===== config.mk =====
export PLATFORM = sky130hd
export DESIGN_NAME = apb_watchdog
export DESIGN_NICKNAME = d
export VERILOG_FILES = /design/src/rtl/wdt_pkg.sv /design/src/rtl/wdt_regfile.sv /design/src/rtl/wdt_counter.sv /design/src/rtl/wdt_response.sv /design/src/rtl/apb_watchdog.sv
export SDC_FILE = /design/constraint.sdc
export NUM_CORES = 1
export LEC_CHECK = 0
export BUFFER_PORTS_ARGS = -buffer_cell sky130_fd_sc_hd__buf_4
export CAP_MARGIN = 40
export CORE_UTILIZATION = 55
export DETAILED_ROUTE_END_ITERATION = 16
export HOLD_SLACK_MARGIN = 0.08
export MAX_ROUTING_LAYER = met4
export PLACE_DENSITY = 0.81
export SYNTH_ARGS = -nofsm -noshare
export SYNTH_HDL_FRONTEND = slang
export SYNTH_HIERARCHICAL = 1
export SYNTH_SLANG_ARGS = --single-unit

===== constraint.sdc =====
create_clock -name clk -period 4.2 [get_ports clk]
set_clock_uncertainty 0.1 [all_clocks]
set_input_delay 0.21 -clock clk [delete_from_list [all_inputs] [get_ports clk]]
set_output_delay 0.21 -clock clk [all_outputs]
set_load 0.01 [all_outputs]

===== src/rtl/wdt_pkg.sv =====
package wdt_pkg;
  localparam logic [7:0] OFS_CTRL = 8'h00;
  localparam logic [7:0] OFS_TOP  = 8'h04;
  localparam logic [7:0] OFS_CNT  = 8'h08;
  localparam logic [7:0] OFS_KICK = 8'h0C;
  localparam logic [7:0] OFS_STAT = 8'h10;
  localparam logic [7:0] OFS_EOI  = 8'h14;
  localparam logic [7:0] OFS_ID   = 8'h18;
  localparam logic [31:0] KICK_KEY = 32'h0000_0076;

  typedef struct packed {
    logic       en;
    logic       irq_mode;
    logic [3:0] top;
  } wdt_cfg_t;
endpackage


===== src/rtl/wdt_regfile.sv =====
module wdt_regfile
  import wdt_pkg::*;
#(
  parameter int ADDR_W = 8,
  parameter int CNT_W = 32,
  parameter logic [31:0] VERSION = 32'h3130332A
) (
  input  logic              clk,
  input  logic              rst_n,
  input  logic              psel,
  input  logic              penable,
  input  logic              pwrite,
  input  logic [ADDR_W-1:0] paddr,
  input  logic [31:0]       pwdata,
  input  logic [CNT_W-1:0]  cnt,
  input  logic              irq,
  output wdt_cfg_t          cfg,
  output logic              arm,
  output logic              kick,
  output logic              eoi,
  output logic [31:0]       prdata
);
  logic acc, wr, rd;
  assign acc = psel & penable;
  assign wr  = acc & pwrite;
  assign rd  = acc & ~pwrite;

  function automatic logic hit(input logic [ADDR_W-1:0] a, input logic [7:0] ofs);
    return a == ADDR_W'(ofs);
  endfunction

  always_ff @(posedge clk) begin
    if (!rst_n) begin
      cfg <= '0;
    end else begin
      if (wr && hit(paddr, OFS_CTRL)) begin
        cfg.en       <= cfg.en | pwdata[0];
        cfg.irq_mode <= pwdata[1];
      end
      if (wr && hit(paddr, OFS_TOP)) cfg.top <= pwdata[3:0];
    end
  end

  assign arm  = wr && hit(paddr, OFS_CTRL) && pwdata[0] && !cfg.en;
  assign kick = wr && hit(paddr, OFS_KICK) && (pwdata == KICK_KEY) && cfg.en;
  assign eoi  = rd && hit(paddr, OFS_EOI);

  always_comb begin
    prdata = '0;
    if (hit(paddr, OFS_CTRL))      prdata = {30'd0, cfg.irq_mode, cfg.en};
    else if (hit(paddr, OFS_TOP))  prdata = {28'd0, cfg.top};
    else if (hit(paddr, OFS_CNT))  prdata = 32'(cnt);
    else if (hit(paddr, OFS_STAT)) prdata = {31'd0, irq};
    else if (hit(paddr, OFS_ID))   prdata = VERSION;
  end
endmodule


===== src/rtl/wdt_counter.sv =====
module wdt_counter #(
  parameter int CNT_W = 32,
  parameter int BASE_SHIFT = 16
) (
  input  logic             clk,
  input  logic             rst_n,
  input  logic             en,
  input  logic [3:0]       top,
  input  logic             arm,
  input  logic             kick,
  output logic [CNT_W-1:0] cnt,
  output logic             expire
);
  logic [CNT_W-1:0] reload;
  assign reload = (CNT_W'(1) << (BASE_SHIFT + int'(top))) - CNT_W'(1);
  assign expire = en && (cnt == '0) && !kick;

  always_ff @(posedge clk) begin
    if (!rst_n) begin
      cnt <= '0;
    end else if (arm || kick) begin
      cnt <= reload;
    end else if (en) begin
      cnt <= (cnt == '0) ? reload : cnt - CNT_W'(1);
    end
  end
endmodule


===== src/rtl/wdt_response.sv =====
module wdt_response #(
  parameter int PULSE_CYC = 8
) (
  input  logic clk,
  input  logic rst_n,
  input  logic expire,
  input  logic irq_mode,
  input  logic eoi,
  output logic irq,
  output logic rst_req
);
  localparam int PW = $clog2(PULSE_CYC + 1);
  logic [PW-1:0] pulse_q;
  logic fire;

  assign fire    = expire && (!irq_mode || irq);
  assign rst_req = pulse_q != '0;

  always_ff @(posedge clk) begin
    if (!rst_n) begin
      irq     <= 1'b0;
      pulse_q <= '0;
    end else begin
      irq <= (irq && !eoi) || (expire && irq_mode && !irq);
      if (fire)          pulse_q <= PW'(PULSE_CYC);
      else if (rst_req)  pulse_q <= pulse_q - PW'(1);
    end
  end
endmodule


===== src/rtl/apb_watchdog.sv =====
module apb_watchdog
  import wdt_pkg::*;
#(
  parameter int ADDR_W = 8,
  parameter int BASE_SHIFT = 16,
  parameter int PULSE_CYC = 8,
  parameter logic [31:0] VERSION = 32'h3130332A
) (
  input  logic              clk,
  input  logic              rst_n,
  input  logic              psel,
  input  logic              penable,
  input  logic              pwrite,
  input  logic [ADDR_W-1:0] paddr,
  input  logic [31:0]       pwdata,
  output logic [31:0]       prdata,
  output logic              pready,
  output logic              pslverr,
  output logic              irq,
  output logic              rst_req
);
  localparam int CNT_W = BASE_SHIFT + 16;

  wdt_cfg_t         cfg;
  logic             arm, kick, eoi, expire, en_q;
  logic [CNT_W-1:0] cnt_q;

  assign pready  = 1'b1;
  assign pslverr = 1'b0;
  assign en_q    = cfg.en;

  wdt_regfile #(.ADDR_W(ADDR_W), .CNT_W(CNT_W), .VERSION(VERSION)) u_regs (
    .clk(clk), .rst_n(rst_n), .psel(psel), .penable(penable), .pwrite(pwrite),
    .paddr(paddr), .pwdata(pwdata), .cnt(cnt_q), .irq(irq), .cfg(cfg),
    .arm(arm), .kick(kick), .eoi(eoi), .prdata(prdata)
  );

  wdt_counter #(.CNT_W(CNT_W), .BASE_SHIFT(BASE_SHIFT)) u_cnt (
    .clk(clk), .rst_n(rst_n), .en(cfg.en), .top(cfg.top), .arm(arm),
    .kick(kick), .cnt(cnt_q), .expire(expire)
  );

  wdt_response #(.PULSE_CYC(PULSE_CYC)) u_resp (
    .clk(clk), .rst_n(rst_n), .expire(expire), .irq_mode(cfg.irq_mode),
    .eoi(eoi), .irq(irq), .rst_req(rst_req)
  );
endmodule


# Word level (Yosys, flattened, before mapping)
# Index checks and enable logic that the tools add are counted.
# Widths: inputs -> output; s select.
# totals
register_bits	43
wordCells	63
in_bits	45
# classes
reduce_logical	28
bitwise_logic	6
mux	10
shift	1
n_addsub	4
eq_ne	7
# ops
operator	n
$mux 32	7
$eq 32x7->1 const B	1
$logic_not 32->1	1
$shl 1x32->32 const A	1
$sub 32x1->32 const B	1
$sub 32x2->32 const B	1
$mux 30	1
$eq 8x5->1 const B	3
$eq 8x4->1 const B	2
$logic_and 1x1->1	14
$eq 8x3->1 const B	1
$logic_not 8->1	1
$mux 4	2
$add 5x4->6 const A	1
$logic_not 1->1	5
$reduce_bool 2->1	2
$reduce_bool 4->1	1
$sub 4x1->4 const B	1
$and 1x1->1	3
$logic_or 1x1->1	3
$not 1->1	2
$reduce_or 2->1	1
$or 1x1->1	1

# Depth between registers and ports, before layout
# Gate-level depths: netlist of the first run.
# depth
depth_word	10
ltp_mapped	11

# By module
# Netlist of the first run, hierarchy kept.
# by_module_without_submodules
module	n_inst	seq_area_each_um2	area_per_inst_um2	cells_each
wdt_counter	1	640.6	2413.6	309
wdt_regfile	1	120.1	787.0	103
wdt_response	1	100.1	249.0	26
apb_watchdog	1	0.0	22.5	4

# Worst setup path before layout of the first run
# OpenSTA, ideal clock, no wires.
# synth_path
path_kind	input to register
from	input paddr[5]
to	register u_cnt.cnt[12]
setup_ns	0.134
n_path_buf	1
cell_stages	10
slack_ns	1.691
arrival_time_ns	2.275
cell_sequence	nor4_4 nand4_1 nor4_1 or3_1 clkbuf_1 nand2_1 nor3_1 nor3b_1 xnor2_1 a21oi_1
# synth_via
elab_chain_cells	6
# synth_lines
element	line_no	source
start: declaration	apb_watchdog.sv:14	input logic [ADDR_W-1:0] paddr,
$eq 8x4->1 (*)	wdt_regfile.sv:29	return a == ADDR_W'(ofs);
$logic_and 1x1->1 (*) (3 in series)	wdt_regfile.sv:45	assign kick = wr && hit(paddr, OFS_KICK) && (pwdata == KICK_KEY) && cfg.en;
net kick	apb_watchdog.sv:25	logic arm, kick, eoi, expire, en_q;
$logic_or 1x1->1 (*)	wdt_counter.sv:21	end else if (arm || kick) begin
$mux 32 or $reduce_bool 2->1 (tied branches)	-	
end signal: assignment	wdt_counter.sv:22	cnt <= reload;
end signal: assignment	wdt_counter.sv:24	cnt <= (cnt == '0) ? reload : cnt - CNT_W'(1);
end: declaration	wdt_counter.sv:11	output logic [CNT_W-1:0] cnt,
# Mark *: on every way through the listed nets, which the timed path passes. The rest lies on a longest branch.
# A chain may end at the register's enable or synchronous reset.

# Worst setup path after layout of the first run
# layout_path
from	register u_regs/cfg[5] (netlist name)
to	register u_cnt.cnt[12]
# layout_lines
element	line_no
$logic_and 1x1->1 (*)	wdt_regfile.sv:45
net kick	apb_watchdog.sv:25
$logic_or 1x1->1 (*)	wdt_counter.sv:21
$mux 32 or $reduce_bool 2->1 (tied branches)	-
# Marks and branches as above.

==> results.cfg, run 1 <==
[timing]
tightest_slew_ns = 0.808
hold_viol_final = 0
rsz0062_at_grt = no
hold_slack_ns = 0.0877
timing.final.crit_share = 0.669
slew_violations = 0
finalSetupViolCount = 0
maxSlewHeadroom = 0.461
finalCriticalPeriod_ns = 2.81
timing.setup.tns_ns = 0
max_freq_mhz = 356

[yosys]
synthArstFlopShare = 0
synth_area_per_cell_um2 = 7.86
ys_warn_count = 6
synth-edff-count = 0
synth-seq-cells = 43
yosysUniqueCellTypes = 80
netlist_instances = 442
syn_nets = 492
ys.flop_type = dfxtp_1
yosysSeqAreaShare = 0.248
synth_area_um2 = 3470

[placement]
gp_congestion = 0.934
place_hpwl_um = 7950
port_buffers = 78

[setup_path]
path_max_fanout = 9
reg2reg_from = u_regs/cfg[5]
crit_start = u_regs/cfg[5]
start_kind = register
r2r_setup_slack_ns = 1.39
reg2regPathDepth = 9
endpoint = u_cnt/cnt[12]
critPathRequiredTime_ns = 4.25
rr_endpoint = u_cnt/cnt[12]
worstPathArrival_ns = 2.86
path_class = register to register
end_kind = register

[routing]
dr.pass1.iters = 4
num_vias = 3726
drt-total-wl_um = 10800
vias_per_cell = 6.46
drt_first_iter_violations = 242
wl_per_cell_um = 18.6
drc = 0
ant_nets = 0

[floorplanning]
die_w_um = 81.5
core_um2 = 5990
die_area_um2 = 6630
num_rows = 28
die_h_um = 81.5
start_util = 0.580
io_pins = 81

[grt]
grt_pass1_vias = 3420
grt_usage = 0.349
grt_pass1_wl_um = 17100
grt_overflow = 0
grt_max_degree = 34
antenna_found_initial = 0

[clocking]
cts_resized = 0
cts-hold-fix-buffers = 0
numCtsBuffers = 5
cts_tree = built
clock_sinks = 43
cts_buffer_depth = 2
htree_levels = 2
post_cts_buffers = 0
clock_latency_ns = 0.30
cts_root_buffer = clkbuf_8
clk_pin_slew_ns = 0.08

[layout]
syn2layout_area_growth_pct = 18.9
finalNetCount = 551
antenna_cells = 0
drive_gt1_frac = 0.241
fin_util = 0.689

[status]
status = complete, no violations

[pwr]
p_leak_nw = 1.84
vdd_drop_max_uv = 211
powerDensity_nw_per_um2 = 213

[job]
drv_cap = 0

[min_path]
hold_path_class = input port to register
cell usage after synthesis (6+ instances only):
cell,n,area share
buf_4,6,0.013
nor2_1,31,0.034
and3_1,27,0.049
nor3_1,24,0.035
mux2i_1,15,0.043
nand3_1,14,0.020
xnor2_1,7,0.018
a21o_1,12,0.026
nand4_1,7,0.013
nand2_1,46,0.050
o21ai_0,14,0.020
clkbuf_1,19,0.021
a21oi_1,30,0.043
inv_1,8,0.0086
dfxtp_1,43,0.25
nor4_1,8,0.014
critical path: stages (launching register included):
cell	delay (ns)
dfxtp_1	0.33
nor4bb_1	0.25
nand4_1	0.16
nor4_1	0.51
or3_1	0.41
nand2_1	0.14
nor3_1	0.26
nor3b_1	0.27
xnor2_1	0.15
a21oi_1	0.08
routing by layer:
metal,share of wire,GRT usage
met2,0.47,0.559
met4,0.022,0.111
met1,0.43,0.447
met3,0.073,0.0589
met5,0,-
sequential cells by signal (all words and copies together), names as in the netlist:
| register | flops |
|---|---|
| u_cnt/cnt | 32 |
| u_regs/cfg | 6 |
| u_resp/irq | 1 |
| u_resp/pulse_q | 4 |
cell families after synthesis:
kind of cell	Yosys count	synth area share
adder cells (fa/ha/maj)	5	0.0180
flip-flops	43	0.248
multiplexers	16	0.0465
AND/OR/NAND/NOR	215	0.384
buffers and inverters	42	0.0562
XOR/XNOR	12	0.0303
other	2	0.00216
AO/OA/AOI/OAI	107	0.215
cell usage in the layout (no fill, tap or decap), types with 3 or more instances in the layout:
| cell | Yosys | layout |
|---|---|---|
| o31ai_1 | 3 | 3 |
| clkbuf_8 | 0 | 5 |
| and2_1 | 3 | 3 |
| nand2_1 | 46 | 46 |
| nand3_2 | 3 | 3 |
| o21ai_0 | 14 | 14 |
| o22ai_1 | 4 | 4 |
| xor2_1 | 5 | 5 |
| nand2b_1 | 4 | 4 |
| a31oi_1 | 5 | 5 |
| inv_1 | 8 | 8 |
| a22oi_1 | 3 | 3 |
| xnor2_1 | 7 | 7 |
| o21a_1 | 3 | 3 |
| a21oi_1 | 30 | 30 |
| or3_1 | 4 | 4 |
| nand4_2 | 3 | 3 |
| ha_1 | 5 | 5 |
| nor3b_1 | 3 | 3 |
| buf_4 | 6 | 85 |
| dfxtp_1 | 43 | 43 |
| nor4_4 | 5 | 5 |
| nor2_1 | 31 | 31 |
| nor4bb_1 | 4 | 4 |
| mux2i_1 | 15 | 15 |
| a21o_1 | 12 | 12 |
| nand3_1 | 14 | 14 |
| and3_1 | 27 | 27 |
| nor3_2 | 3 | 3 |
| nor3_1 | 24 | 24 |
| nand4_1 | 7 | 7 |
| or4_1 | 3 | 3 |
| nor4_1 | 8 | 8 |
power breakdown:
part	switching, mW	total [mW]	internal (mW)
Combinational	0.0897	0.181	0.0909
Sequential	0.0108	0.435	0.424
Clock	0.149	0.265	0.116
Total	0.249	0.881	0.631
per-stage QoR:
step / total power, mW / instance area [µm²] / setup slack, ns / instances
after floorplan: 0.556 / 3470 / 1.69 / 442
after global placement: 0.613 / 4040 / 1.34 / 568
after detailed placement: 0.624 / 4040 / 1.33 / 569
after CTS: 0.881 / 4130 / 1.42 / 577
after global routing: 0.923 / 4130 / 1.16 / 577
final: 0.881 / 4130 / 1.39 / 577
worst min-delay path by stage:
| stage | start | end | slack, ns | cells after the start |
|---|---|---|---|---|
| global route | pwdata[2] | u_regs/cfg[2] | 0.09 | 3 |
| floorplan | rst_n | u_resp/irq | 0.23 | 1 |
| detailed placement | pwdata[2] | u_regs/cfg[2] | 0.41 | 3 |
| global placement | pwdata[2] | u_regs/cfg[2] | 0.40 | 3 |
| CTS | pwdata[2] | u_regs/cfg[2] | 0.08 | 3 |
| finish | pwdata[2] | u_regs/cfg[2] | 0.09 | 3 |
cell type report:
cell class                 instances  area [µm²]
clock buffer                       6        72.6
clock inverter                     2        12.5
fill                             524        1860
inverter                           9        33.8
multi-input combinational        357        2420
sequential                        43         861
tap                               75        93.8
timing repair buffer              85         638
No activity file was read; power rests on OpenSTA's default activity.
==> run 2: changes to the inputs <==
--- a/config.mk
+++ b/config.mk
@@ -5,13 +5,14 @@
 export SDC_FILE = /design/constraint.sdc
 export NUM_CORES = 1
 export LEC_CHECK = 0
+export ABC_AREA = 1
 export BUFFER_PORTS_ARGS = -buffer_cell sky130_fd_sc_hd__buf_4
 export CAP_MARGIN = 40
 export CORE_UTILIZATION = 55
 export DETAILED_ROUTE_END_ITERATION = 16
 export HOLD_SLACK_MARGIN = 0.08
 export MAX_ROUTING_LAYER = met4
-export PLACE_DENSITY = 0.81
+export PLACE_DENSITY = 0.8
 export SYNTH_ARGS = -nofsm -noshare
 export SYNTH_HDL_FRONTEND = slang
 export SYNTH_HIERARCHICAL = 1
==> constraint.sdc (replaced) <==
create_clock -name clk -period 2.93 [get_ports clk]
set_clock_uncertainty 0.1 [all_clocks]
set_input_delay 0.1465 -clock clk [delete_from_list [all_inputs] [get_ports clk]]
set_output_delay 0.1465 -clock clk [all_outputs]
set_load 0.01 [all_outputs]
==> run 2 against run 1 <==
Compared with the run above: via count grew 16%; cell count grew 43%; wire length shrank 2.4%; sequential cell count is the same; critical path type is now input port to register; utilization shrank 0.78 points; setup slack lost 0.87 ns; first-iteration DRC count grew 47%; synthesized area grew 12%.
==> results.cfg, run 2 <==
[layout]
design_area_um2 = 4630
syn2layout_area_growth_pct = 19.4
finalNetCount = 780
layout_commonest_cell = nand2_1
mostFrequentLayoutCells = 161 x nand2_1, 112 x nor2_1, 90 x inv_1, 83 x buf_4, 65 x nand3_1
drive_gt1_frac = 0.198
antenna_cells = 0
reg_top3 = u_cnt/cnt (32), u_regs/cfg (6), u_resp/pulse_q (4)
largest_register_ffs = 32
fin_util = 0.681
largest-register = u_cnt/cnt

[yosys]
ys.flop_type = dfxtp_1
synth_top_area_share = 0.222
synth-seq-cells = 43
yosys.cell_count.top_type = nand2_1
yosysSeqAreaShare = 0.222
ys_warn_count = 6
netlist_instances = 653
synth_area_um2 = 3880
synth_commonest_cells = 161 x nand2_1, 112 x nor2_1, 90 x inv_1, 65 x nand3_1, 43 x dfxtp_1
synth-edff-count = 0
synth_area_per_cell_um2 = 5.94
syn_nets = 703
yosysTopAreaCell = dfxtp_1
synthArstFlopShare = 0
yosysUniqueCellTypes = 46
synth.area.top_cells = dfxtp_1 22%, nand2_1 16%, nor2_1 11%

[grt]
grt_max_degree = 24
grt_usage = 0.308
grt_pass1_wl_um = 17800
grt_overflow = 0
antenna_found_initial = 0
grt_pass1_vias = 3963

[placement]
place_hpwl_um = 8080
dpl_cell_area_um2 = 4510
port_buffers = 78
gp_congestion = 1.05
pre_cts_slack_ns = 0.652

[pwr]
powerDensity_nw_per_um2 = 299
p_leak_nw = 2.38
vdd_drop_max_uv = 245

[job]
drv_cap = 0

[setup_path]
slowest_stage = dlygate4sd3_1
critPathRequiredTime_ns = 3.06
start_kind = input port
reg2reg_from = u_regs/cfg[5]
end_kind = register
r2r_setup_slack_ns = 0.63
worstPathArrival_ns = 2.54
rr_endpoint = u_cnt/cnt[11]
reg2regPathDepth = 11
path_max_fanout = 15
worstPathCellList = dlygate4sd3_1 > buf_4 > inv_1 > nand2_1 > nor2_1 > nand2_1 > nor2_1 > nand2_1 > nor2_1 > or2_1 > nor2_2 > inv_2 > nand3_1 > or2_2 > a31oi_1
crit_path_max_incr_delay_ns = 0.54
path_class = input port to register

[timing]
slew_violations = 0
finalSetupViolCount = 0
setup_slack_ns = 0.523
maxSlewHeadroom = 0.633
timing.setup.tns_ns = 0
rsz0062_at_grt = no
finalCriticalPeriod_ns = 2.41
tightest_slew_ns = 0.548
max_freq_mhz = 415
hold_viol_final = 0
timing.final.crit_share = 0.821
hold_slack_ns = 0.0855

[status]
status = complete, no violations

[routing]
wl_per_cell_um = 12.7
ant_nets = 0
dr.pass1.iters = 5
drt_first_iter_violations = 356
num_vias = 4328
vias_per_cell = 5.23
drt-total-wl_um = 10500
drc = 0

[clocking]
cts_buffer_depth = 2
post_cts_buffers = 0
clock_sinks = 43
clock_latency_ns = 0.31
htree_levels = 2
numCtsBuffers = 5
cts_root_buffer = clkbuf_8
cts_tree = built
clk_pin_slew_ns = 0.09

[floorplanning]
io_pins = 81
die_area_um2 = 7390
start_util = 0.571
die_h_um = 86.0
num_rows = 30
die_w_um = 86.0
core_um2 = 6790

[min_path]
hold_depth = 5
hold_path_class = input port to register
worstHoldEndpoint = u_regs/cfg[2]
holdCritStartpoint = pwdata[2]
## run 2: cell types whose count changed after synthesis, moves of 26 or more
cell | previous run | this run
nand2_1 | 46 | 161
inv_1 | 8 | 90
nor2_1 | 31 | 112
nand3_1 | 14 | 65
and3_1 | 27 | 1
## run 2: per-layer routing
metal	up-vias	share of wire	global-route usage
met5	-	0	-
met4	0	0.020	0.106
met3	26	0.070	0.0597
met2	175	0.47	0.504
met1	1942	0.44	0.379
li1	2185	-	-
## run 2: power by group
part / leakage, nW / internal, mW / total [mW] / switching, mW
clock network: 0.0402 / 0.166 / 0.393 / 0.227
registers: 0.347 / 0.612 / 0.632 / 0.0199
logic: 1.99 / 0.165 / 0.359 / 0.194
total: 2.38 / 0.943 / 1.38 / 0.441
## run 2: critical path, delay by kind of cell
family                 cells  cell delay [ns]
AOI/OAI and AO/OA          1             0.15
buffers and inverters      4             0.99
and+or+nand+nor           10             1.25
## run 2: area by class of cell
| class | instances | area (µm²) |
|---|---|---|
| well taps | 96 | 120 |
| clock buffers | 5 | 68.8 |
| repair buffers | 86 | 653 |
| fillers | 679 | 2170 |
| inverters | 98 | 369 |
| clock inverters | 3 | 20.0 |
| flip-flops and latches | 43 | 861 |
| multi-input cells | 496 | 2540 |
## run 2: worst max path at each step
stage                     cells past startpoint       endpoint          start  slack, ns
after global placement                       13  u_cnt/cnt[11]       paddr[5]       0.76
after global routing                         15  u_cnt/cnt[11]      pwdata[3]       0.19
after CTS                                    15  u_cnt/cnt[11]      pwdata[3]       0.50
after detailed placement                     11  u_cnt/cnt[11]  u_regs/cfg[5]       0.65
after floorplan                              13  u_cnt/cnt[24]  u_regs/cfg[5]       1.03
final                                        15  u_cnt/cnt[11]      pwdata[3]       0.52
## run 2: cell families after synthesis
| family | Yosys count | synth area share |
|---|---|---|
| XOR/XNOR | 15 | 0.0339 |
| other | 2 | 0.00194 |
| AO/OA/AOI/OAI | 66 | 0.100 |
| AND/OR/NAND/NOR | 408 | 0.502 |
| adder cells (fa/ha/maj) | 5 | 0.0161 |
| flip-flops | 43 | 0.222 |
| buffers and inverters | 114 | 0.124 |
## run 2: what timing repair did
| item | in CTS | in global routing |
|---|---|---|
| gates resized for setup | 0 | 0 |
| endpoints found under the setup margin | 0 | 0 |
| hold buffers | 3 | 0 |
| hold endpoints to repair | 3 | 0 |
## run 2: through the flow
step	std cells	total power, mW
floorplan	653	0.892
global placement	816	0.988
detailed placement	816	1.00
CTS	827	1.40
global route	827	1.47
finish	827	1.38
==> run 3: changes to the inputs <==
==> constraint.sdc (replaced) <==
create_clock -name clk -period 2.5 [get_ports clk]
set_clock_uncertainty 0.1 [all_clocks]
set_input_delay 0.125 -clock clk [delete_from_list [all_inputs] [get_ports clk]]
set_output_delay 0.125 -clock clk [all_outputs]
set_load 0.01 [all_outputs]
==> run 3 against run 2 <==
Compared with the run above: cell count rose by 0.60%; register-to-register slack worse by 0.30 ns; wire length rose by 6.3%; clock power grew 20%; sequential cell count is the same; power rose by 18%; clock-buffer cell count stayed put; non-clock buffer count rose by 5; cell area grew 1.4%.
==> results.cfg, run 3 (same netlist as run 2, synthesis figures left out) <==
[status]
status = complete, no violations

[min_path]
hold_depth = 3
hold_path_class = input port to register

[clocking]
numCtsBuffers = 5
clock_latency_ns = 0.30
cts_tree = built
clk_pin_slew_ns = 0.09
cts_root_buffer = clkbuf_8
clock_sinks = 43
cts_buffer_depth = 2
htree_levels = 2

[pwr]
p_leak_nw = 2.40
powerDensity_nw_per_um2 = 349
vdd_drop_max_uv = 241

[grt]
antenna_found_initial = 0
grt_max_degree = 25
grt_usage = 0.316
grt_pass1_wl_um = 18100
grt_overflow = 0
grt_pass1_vias = 4039

[timing]
max_freq_mhz = 434
finalCriticalPeriod_ns = 2.30
timing.setup.tns_ns = 0
hold_viol_final = 0
maxSlewHeadroom = 0.610
setup_slack_ns = 0.197
timing.final.crit_share = 0.921
finalSetupViolCount = 0
tightest_slew_ns = 0.581
slew_violations = 0
rsz0062_at_grt = no

[layout]
drive_gt1_frac = 0.204
largest-register = u_cnt/cnt
finalNetCount = 785
reg_top3 = u_cnt/cnt (32), u_regs/cfg (6), u_resp/pulse_q (4)
largest_register_ffs = 32
mostFrequentLayoutCells = 161 x nand2_1, 111 x nor2_1, 90 x inv_1, 85 x buf_4, 65 x nand3_1
n_fill_cell = 634
multi_input_area_um2 = 2540
antenna_cells = 0
layout_commonest_cell = nand2_1
syn2layout_area_growth_pct = 21.0
seq_area_um2 = 861

[floorplanning]
start_util = 0.571
io_pins = 81
die_area_um2 = 7390
core_um2 = 6790
num_rows = 30
die_w_um = 86.0
die_h_um = 86.0

[routing]
drt-total-wl_um = 11200
num_vias = 4418
drc = 0
wl_per_cell_um = 13.4
vias_per_cell = 5.31
dr.pass1.iters = 5
ant_nets = 0
drt_first_iter_violations = 261

[job]
drv_cap = 0

[setup_path]
path_max_fanout = 9
start_kind = input port
critPathRequiredTime_ns = 2.61
end_kind = register
worstPathArrival_ns = 2.41
path_class = input port to register
reg2regPathDepth = 8

[placement]
place_hpwl_um = 8590
gp_congestion = 1.04
port_buffers = 78
pre_cts_slack_ns = 0.375
[run 3: cell count changes in the layout (fill, tap and decap cells not counted), sizes merged]
cell	change
dlygate4sd3	+2
clkinvlp	-1
clkinv	+1
buf	+3
[run 3: final timing paths]
check	start	end	slack, ns
worst max-delay path	pwdata[3]	u_cnt/cnt[11]	0.20
worst min-delay path	rst_n	u_regs/cfg[3]	0.09
worst max register to register	u_cnt/cnt[29]	u_cnt/cnt[11]	0.33
worst min register to register	u_resp/pulse_q[0]	u_resp/pulse_q[0]	0.37
[run 3: stage by stage]
stage                util  hold slack [ns]  area, µm²  instances  total power, mW
floorplan               -            0.146       3880        653             1.05
global placement    0.669            0.349       4540        819             1.16
detailed placement  0.669            0.362       4540        819             1.18
CTS                 0.690           0.0820       4690        832             1.65
global route        0.691           0.0925       4690        832             1.72
finish              0.691           0.0864       4690        832             1.64
[run 3: area by class of cell]
cell class                 count  share of cell area
clock inverter                 3             0.00533
inverter                      98              0.0786
tap                           96              0.0256
multi-input combinational    496               0.541
clock buffer                   5              0.0147
sequential                    43               0.183
timing repair buffer          91               0.151
[run 3: timing repair]
action / CTS / global route
resized for setup: 0 / 2
endpoints found under the setup margin: 0 / 4
hold buffers: 5 / 0
setup buffers: 0 / 0
hold endpoints to repair: 4 / 0
[run 3: worst max-delay path, cell delays in order]
cell	delay, ns
dlygate4sd3_1	0.55
buf_4	0.14
inv_1	0.07
nand2_1	0.05
nor2_1	0.08
nand2_1	0.06
nor2_1	0.13
nand2_1	0.08
nor2_1	0.14
or2_4	0.17
nor2_2	0.05
inv_2	0.14
nand3_1	0.13
or2_2	0.31
a31oi_1	0.20
[run 3: metal layers]
| layer | wire, µm | global-route usage |
|---|---|---|
| met1 | 4870 | 0.402 |
| met2 | 5280 | 0.509 |
| met3 | 759 | 0.0443 |
| met4 | 236 | 0.117 |
| met5 | 0 | - |
[run 3: where the power goes]
group / internal (mW) / switching, mW / total (mW)
sequential: 0.717 / 0.0238 / 0.741
combinational: 0.195 / 0.228 / 0.422
clock: 0.200 / 0.273 / 0.473
total: 1.11 / 0.524 / 1.64
